**src/rtl/fet_pkg.sv**
```systemverilog
package fet_pkg;
  localparam int unsigned BUS_W = 32;

  typedef enum logic [1:0] {
    ALIAS_NONE = 2'd0,
    ALIAS_SET  = 2'd1,
    ALIAS_CLR  = 2'd2
  } alias_e;
endpackage

```
**src/rtl/fet_sync.sv**
```systemverilog
module fet_sync #(
  parameter int NCH    = 16,
  parameter int STAGES = 2
) (
  input  logic           clk,
  input  logic           rst_n,
  input  logic [NCH-1:0] d_i,
  output logic [NCH-1:0] q_o
);
  logic [NCH-1:0] stg_q [STAGES];

  generate
    for (genvar s = 0; s < STAGES; s++) begin : g_stage
      logic [NCH-1:0] stg_d;
      if (s == 0) begin : g_first
        assign stg_d = d_i;
      end else begin : g_rest
        assign stg_d = stg_q[s-1];
      end
      always_ff @(posedge clk or negedge rst_n) begin
        if (!rst_n) stg_q[s] <= '0;
        else        stg_q[s] <= stg_d;
      end
    end
  endgenerate

  assign q_o = stg_q[STAGES-1];
endmodule

```
**src/rtl/fet_en_reg.sv**
```systemverilog
module fet_en_reg
  import fet_pkg::*;
#(
  parameter int NCH = 16
) (
  input  logic           clk,
  input  logic           rst_n,
  input  alias_e         sel_i,
  input  logic           wr_i,
  input  logic [NCH-1:0] wmask_i,
  output logic [NCH-1:0] en_o
);
  logic [NCH-1:0] en_q, en_d;
  logic           en_we;

  assign en_we = wr_i && (sel_i != ALIAS_NONE);

  always_comb begin
    en_d = en_q;
    unique case (sel_i)
      ALIAS_SET: en_d = en_q | wmask_i;
      ALIAS_CLR: en_d = en_q & ~wmask_i;
      default:   en_d = en_q;
    endcase
  end

  always_ff @(posedge clk or negedge rst_n) begin
    if (!rst_n)     en_q <= '0;
    else if (en_we) en_q <= en_d;
  end

  assign en_o = en_q;

  generate
    for (genvar c = 0; c < NCH; c++) begin : g_chk
      p_set_bit_r3: assert property (@(posedge clk) disable iff (!rst_n)
        (wr_i && sel_i == ALIAS_SET && wmask_i[c]) |=> en_o[c]);
      p_clr_bit_r4: assert property (@(posedge clk) disable iff (!rst_n)
        (wr_i && sel_i == ALIAS_CLR && wmask_i[c]) |=> !en_o[c]);
    end
  endgenerate

  p_hold_no_write_r3: assert property (@(posedge clk) disable iff (!rst_n)
    (!wr_i || sel_i == ALIAS_NONE) |=> $stable(en_o));
endmodule

```
**src/rtl/fet_edge.sv**
```systemverilog
module fet_edge #(
  parameter int NCH = 16
) (
  input  logic           clk,
  input  logic           rst_n,
  input  logic [NCH-1:0] smp_i,
  input  logic [NCH-1:0] en_i,
  output logic [NCH-1:0] irq_o,
  output logic [NCH-1:0] evt_o
);
  logic [NCH-1:0] prev_q;
  logic [NCH-1:0] fall;
  logic [NCH-1:0] pulse_d;
  logic [NCH-1:0] irq_q, evt_q;

  assign fall    = prev_q & ~smp_i;
  assign pulse_d = fall & en_i;

  always_ff @(posedge clk or negedge rst_n) begin
    if (!rst_n) begin
      prev_q <= '0;
      irq_q  <= '0;
      evt_q  <= '0;
    end else begin
      prev_q <= smp_i;
      irq_q  <= pulse_d;
      evt_q  <= pulse_d;
    end
  end

  assign irq_o = irq_q;
  assign evt_o = evt_q;

  generate
    for (genvar c = 0; c < NCH; c++) begin : g_chk
      p_one_cycle_r1: assert property (@(posedge clk) disable iff (!rst_n)
        irq_o[c] |=> !irq_o[c]);
      p_fall_seen_r8: assert property (@(posedge clk) disable iff (!rst_n)
        irq_o[c] |-> !$past(smp_i[c]));
    end
  endgenerate
endmodule

```
**src/rtl/fet_top.sv**
```systemverilog
module fet_top
  import fet_pkg::*;
#(
  parameter int NCH      = 16,
  parameter int AW       = 2,
  parameter int SET_WORD = 0,
  parameter int CLR_WORD = 1
) (
  input  logic             clk,
  input  logic             rst_n,
  input  logic [NCH-1:0]   pin_i,
  input  logic [AW-1:0]    bus_addr,
  input  logic             bus_wr,
  input  logic [BUS_W-1:0] bus_wdata,
  output logic [BUS_W-1:0] bus_rdata,
  output logic [NCH-1:0]   irq_o,
  output logic [NCH-1:0]   evt_o
);
  localparam logic [AW-1:0] SET_A = AW'(SET_WORD);
  localparam logic [AW-1:0] CLR_A = AW'(CLR_WORD);
  localparam int            PAD_W = BUS_W - NCH;

  logic [1:0]     rst_pipe;
  logic           rst_sync_n;
  alias_e         sel;
  logic [NCH-1:0] smp;
  logic [NCH-1:0] en;

  always_ff @(posedge clk or negedge rst_n) begin
    if (!rst_n) rst_pipe <= '0;
    else        rst_pipe <= {rst_pipe[0], 1'b1};
  end
  assign rst_sync_n = rst_pipe[1];

  always_comb begin
    if (bus_addr == SET_A)      sel = ALIAS_SET;
    else if (bus_addr == CLR_A) sel = ALIAS_CLR;
    else                        sel = ALIAS_NONE;
  end

  fet_sync #(.NCH(NCH), .STAGES(2)) u_sync (
    .clk   (clk),
    .rst_n (rst_sync_n),
    .d_i   (pin_i),
    .q_o   (smp)
  );

  fet_en_reg #(.NCH(NCH)) u_en (
    .clk     (clk),
    .rst_n   (rst_sync_n),
    .sel_i   (sel),
    .wr_i    (bus_wr),
    .wmask_i (bus_wdata[NCH-1:0]),
    .en_o    (en)
  );

  fet_edge #(.NCH(NCH)) u_edge (
    .clk   (clk),
    .rst_n (rst_sync_n),
    .smp_i (smp),
    .en_i  (en),
    .irq_o (irq_o),
    .evt_o (evt_o)
  );

  assign bus_rdata = (sel != ALIAS_NONE) ? {{PAD_W{1'b0}}, en} : '0;

  generate
    for (genvar c = 0; c < NCH; c++) begin : g_chk
      p_pulse_enabled_r9: assert property (@(posedge clk) disable iff (!rst_sync_n)
        irq_o[c] |-> $past(en[c]));
    end
  endgenerate

  p_evt_tracks_irq_r1: assert property (@(posedge clk) disable iff (!rst_sync_n)
    evt_o == irq_o);
  p_quiet_reset_r7: assert property (@(posedge clk)
    !rst_sync_n |=> (irq_o == '0));
endmodule

```
**config.mk**
```make
export PLATFORM = sky130hd
export DESIGN_NAME = fet_top
export DESIGN_NICKNAME = d
export VERILOG_FILES = /design/src/rtl/fet_pkg.sv /design/src/rtl/fet_sync.sv /design/src/rtl/fet_en_reg.sv /design/src/rtl/fet_edge.sv /design/src/rtl/fet_top.sv
export SDC_FILE = /design/constraint.sdc
export NUM_CORES = 1
export LEC_CHECK = 0
export BUFFER_PORTS_ARGS = -buffer_cell sky130_fd_sc_hd__buf_2
export CAP_MARGIN = 0
export CELL_PAD_IN_SITES_DETAIL_PLACEMENT = 0
export CELL_PAD_IN_SITES_GLOBAL_PLACEMENT = 2
export CORE_MARGIN = 2
export CORE_UTILIZATION = 33
export DETAILED_ROUTE_END_ITERATION = 6
export PLACE_DENSITY_LB_ADDON = 0.1
export SETUP_SLACK_MARGIN = 0.02
export SYNTH_ARGS = -nofsm -noshare
export SYNTH_HDL_FRONTEND = slang
export SYNTH_SLANG_ARGS = --single-unit
export TNS_END_PERCENT = 10
```
**constraint.sdc**
```tcl
create_clock -name clk -period 5.99 [get_ports clk]
set_input_delay 1.198 -clock clk [delete_from_list [all_inputs] [get_ports clk]]
set_output_delay 1.198 -clock clk [all_outputs]
set_load 0.01 [all_outputs]
```
Yosys cells after proc, flatten, opt, wreduce, memory -nomap -nowiden
Index checks and enable logic that the tools add are counted.
- bits in registers: 82
- input port bits: 53
- output and inout bits: 64
- logic and storage cells: 24
- equality and inequality tests: 3
- multiplexer cells: 4
- bitwise operators: 6
- reduce and logical (&&, ||, !) cells: 5
- operator list (kind ; number):
    $and 16x16->16 ; 3
    $not 16->16 ; 2
    $pmux 16 s2 ; 1
    $mux 16 ; 1
    $or 16x16->16 ; 1
    $eq 2x1->1 const B ; 2
    $mux 2 ; 2
    $reduce_bool 2->1 ; 2
    $eq 2x2->1 const B ; 1
    $logic_not 2->1 ; 1
    $reduce_and 2->1 ; 1
    $logic_and 1x1->1 ; 1

Longest topological paths before layout
- depth in word-level cells: 6
- mapped depth: 8
- mapped depth without buffers: 4

By module
Synthesis repeated with hierarchy kept, for this count alone.
- cells, all modules: 209
- area total of the unflattened synthesis: 3012.9 µm²
- by module, submodules not included (module ; instances ; cells an instance ; area each (µm²) ; seq. area each (µm²)):
    fet_edge ; 1 ; 64 ; 1061.0 ; 800.8
    fet_en_reg ; 1 ; 74 ; 847.1 ; 400.4
    fet_sync ; 1 ; 32 ; 800.8 ; 800.8
    fet_top ; 1 ; 39 ; 304.0 ; 50.0

Least setup slack after synthesis
Ideal clock, no wire load.
- path kind: input-to-output
- start: in bus_addr[1]
- end: out bus_rdata[15]
- arrival: 2.289 ns
- data required time: 4.792 ns
- setup slack: 2.503 ns
- stages: 5
- buffers on the path: 2
- cell sequence: clkbuf_1 > or2_2 > ha_1 > clkbuf_2 > and2b_1
- longest elaborated chain between the ends: 5
- elaborated cells between the ends (all ways): 6
- classes of those cells: 1 x eq/ne; 3 x mux; 2 x reduce/logical
- ends and longest elaborated chain (what ; line ; RTL):
    from (decl) ; fet_top.sv:12 ; input logic [AW-1:0] bus_addr,
    $eq 2x1->1 ; fet_top.sv:37 ; else if (bus_addr == CLR_A) sel = ALIAS_CLR;
    $mux 2 ; fet_top.sv:37 ;
    $mux 2 * ; fet_top.sv:36 ; if (bus_addr == SET_A) sel = ALIAS_SET;
    $reduce_bool 2->1 * ; fet_top.sv:66 ; assign bus_rdata = (sel != ALIAS_NONE) ? {{PAD_W{1'b0}}, en} : '0;
    $mux 16 * ; fet_top.sv:66 ;
    to (decl) ; fet_top.sv:15 ; output logic [BUS_W-1:0] bus_rdata,
Mark *: on every way between the ends. The rest lies on a longest branch, timed or not.

Worst setup path in the final report
Ends and elaborated chain as after synthesis.

==> results.yml <==
yosys:
  yosysTopAreaCell: "dfrtp_1"
  synth.top_cells.by_count: "82 x dfrtp_1, 34 x buf_4, 16 x nand4b_1, 15 x mux2_2"
  syn_area_per_cell_um2: 14.4
  ys_seq_area_frac: 0.695
  synth_edf_count: 0
  synth_top_cells_by_area: "dfrtp_1 69%, buf_4 8.6%, mux2_2 5.7%, nand4b_1 4.7%, nor2b_1 1.9%"
  synthFlopType: "dfrtp_1"
  ys_seq_elements: 82
  ys_types: 17
  async_reset_ff_frac: 1.00
  synth.most_common_cell: "dfrtp_1"
  yosysWarnings: 0
  syn_inst: 205
  syn_area_um2: 2950
  yosys.area.top_type_share: 0.695
routing:
  antenna_left: 0
  drt_wl_total_um: 5170
  drc: 0
  drt_iter0_drc: 30
  num_vias: 1604
  wl_per_cell_um: 13.3
  viasPerCell: 4.13
  first_pass_iters: 4
timing:
  setup_viol: 0
  min_period_ns: 3.87
  whs_ns: 0.352
  slew_headroom: 0.339
  rsz0062_at_grt: "false"
  fin_setup_tns_ns: 0
  fin_crit_sh: 0.647
  slew_viol_final: 0
  fmax_ghz: 0.258
  finalClockSkew_ns: 0.00697
  hold_viol_final: 0
  setup_slack_ns: 2.12
  worst_pin_slew_ns: 0.992
clock_tree:
  cts-root-buf: "clkbuf_8"
  clk_pin_slew_ns: 0.08
  numCtsBuffers: 9
  cts_repair_resize_count: 0
  cts.path.max_buffers: 2
  cts_htree_levels: 3
  clock_latency_ns: 0.34
  postCtsSetupBuffers: 0
  cts_tree: "yes"
  clock_sinks: 82
  holdBufCountCts: 0
power:
  seq_power_share: 0.538
  p_switching_mw: 0.314
  switching_share: 0.255
  cellPowerDensity_nw_per_um2: 355
  p_leak_nw: 1.73
  p_int_mw: 0.915
  fin_total_pwr_mw: 1.23
  p_comb_frac: 0.131
  ir_worst_vdd_mv: 0.160
  p_clk_frac: 0.331
critical_path:
  critPathMostFrequentCell: "buf_2"
  slowest_delay_ns: 0.48
  cp_cell_sequence: "buf_2 -> nand2b_4 -> ha_1 -> and2b_1 -> buf_2"
  crit_type: "in -> out"
  cp.required_ns: 4.79
  cp_max_fo: 17
  cp-start-kind: "input pin"
  cp-end-kind: "output port"
  slowest_stage: "ha_1"
  cpLargestDelayFamily: "simple AND/OR/NAND/NOR gates"
  crit_buf_inv: 2
  worstPathArrival_ns: 2.68
layout:
  n_antenna_cell: 0
  drive_gt1_frac: 0.418
  nets: 329
  multi_input_area_um2: 648
  regArea_um2: 2060
  fin_cells: 388
  n_fill_cell: 852
  syn_to_final_growth_pct: 17.3
hold_path:
  hold_path_class: "reg -> reg"
floorplanning:
  die_y_um: 98.6
  die_w_um: 98.6
  start_util: 0.340
  ioPinCount: 117
  dieArea_um2: 9720
  coreArea_um2: 8680
  std_cell_rows: 34
grt:
  grt_start_max_net_pins: 81
  antenna_found_initial: 0
  grt_pass1_vias: 1616
  grt_pass1_wl_um: 8350
  grt_util_all_layers: 0.114
  grt_overflow: 0
place:
  place_ws_ns: 2.03
  port-buffer-count: 84
  routabilityCongestion: 0.641
  hpwl_um: 3380
  dpl.cell_count: 372
flow_run:
  max_cap_viol_count: 0
status:
  status: "finished, final reports clean"
[final cells by class]
cell class,instances,area share
clock buffers,12,0.0448
well taps,108,0.0390
repair buffers,84,0.121
flip-flops and latches,82,0.593
clock inverters,4,0.0144
multi-input cells,98,0.187
[cell families after synthesis]
group                    count (synthesis)  share of synthesized area
AND/OR/NAND/NOR                         64                      0.133
other                                    2                    0.00254
flip-flops                              82                      0.695
multiplexers                            16                     0.0610
buffers and inverters                   40                      0.105
adder cells (fa/ha/maj)                  1                    0.00424
[cell usage in the layout, fill, tap and decap left out]
master / instances
nand2b_4: 1
mux2_1: 1
bufinv_16: 1
nand2_1: 14
nor2b_1: 9
and2b_1: 7
ha_1: 1
nand4b_1: 16
clkinvlp_4: 2
dfrtp_1: 81
and3b_1: 2
conb_1: 17
nor2_1: 14
clkinv_2: 1
clkbuf_1: 1
mux2_2: 15
or2_2: 1
dfrtp_4: 1
buf_2: 84
clkbuf_8: 11
[through the flow]
step | util | area (um^2)
floorplan | - | 3010
global placement | 0.376 | 3260
detailed placement | 0.376 | 3260
CTS | 0.399 | 3460
global route | 0.399 | 3460
finish | 0.399 | 3460
[power groups by stage]
stage / Sequential, mW / Combinational (mW) / Clock (mW)
finish: 0.661 / 0.161 / 0.407
global route: 0.673 / 0.178 / 0.449
CTS: 0.664 / 0.164 / 0.427
detailed placement: 0.675 / 0.163 / 0
global placement: 0.673 / 0.163 / 0
floorplan: 0.665 / 0.121 / 0
[final timing paths]
kind | start | endpoint | slack [ns] | depth (start not counted)
min | u_sync.g_stage[1].stg_d[3]$_DFF_PN0_ | u_sync.q_o[3]$_DFF_PN0_ | 0.35 | 0
max in group asynchronous | rst_pipe[1]$_DFF_PN0_ | async pin | 4.84 | 0
max | bus_addr[1] | bus_rdata[15] | 2.12 | 5
min in group asynchronous | rst_pipe[1]$_DFF_PN0_ | u_sync.q_o[1]$_DFF_PN0_ | 0.47 | 0
max reg2reg | rst_pipe[1]$_DFF_PN0_ | async pin | 4.84 | 0
min reg2reg | u_sync.g_stage[1].stg_d[3]$_DFF_PN0_ | u_sync.q_o[3]$_DFF_PN0_ | 0.35 | 0
[per-layer routing]
| layer | wire length [um] | GRT usage | up-vias |
|---|---|---|---|
| met1 | 2310 | 0.149 | 783 |
| met4 | 68 | 0.0664 | 0 |
| li1 | - | - | 755 |
| met3 | 343 | 0.0362 | 5 |
| met5 | 0 | 0 | - |
| met2 | 2450 | 0.167 | 61 |
(Power assumes the default switching activity.)
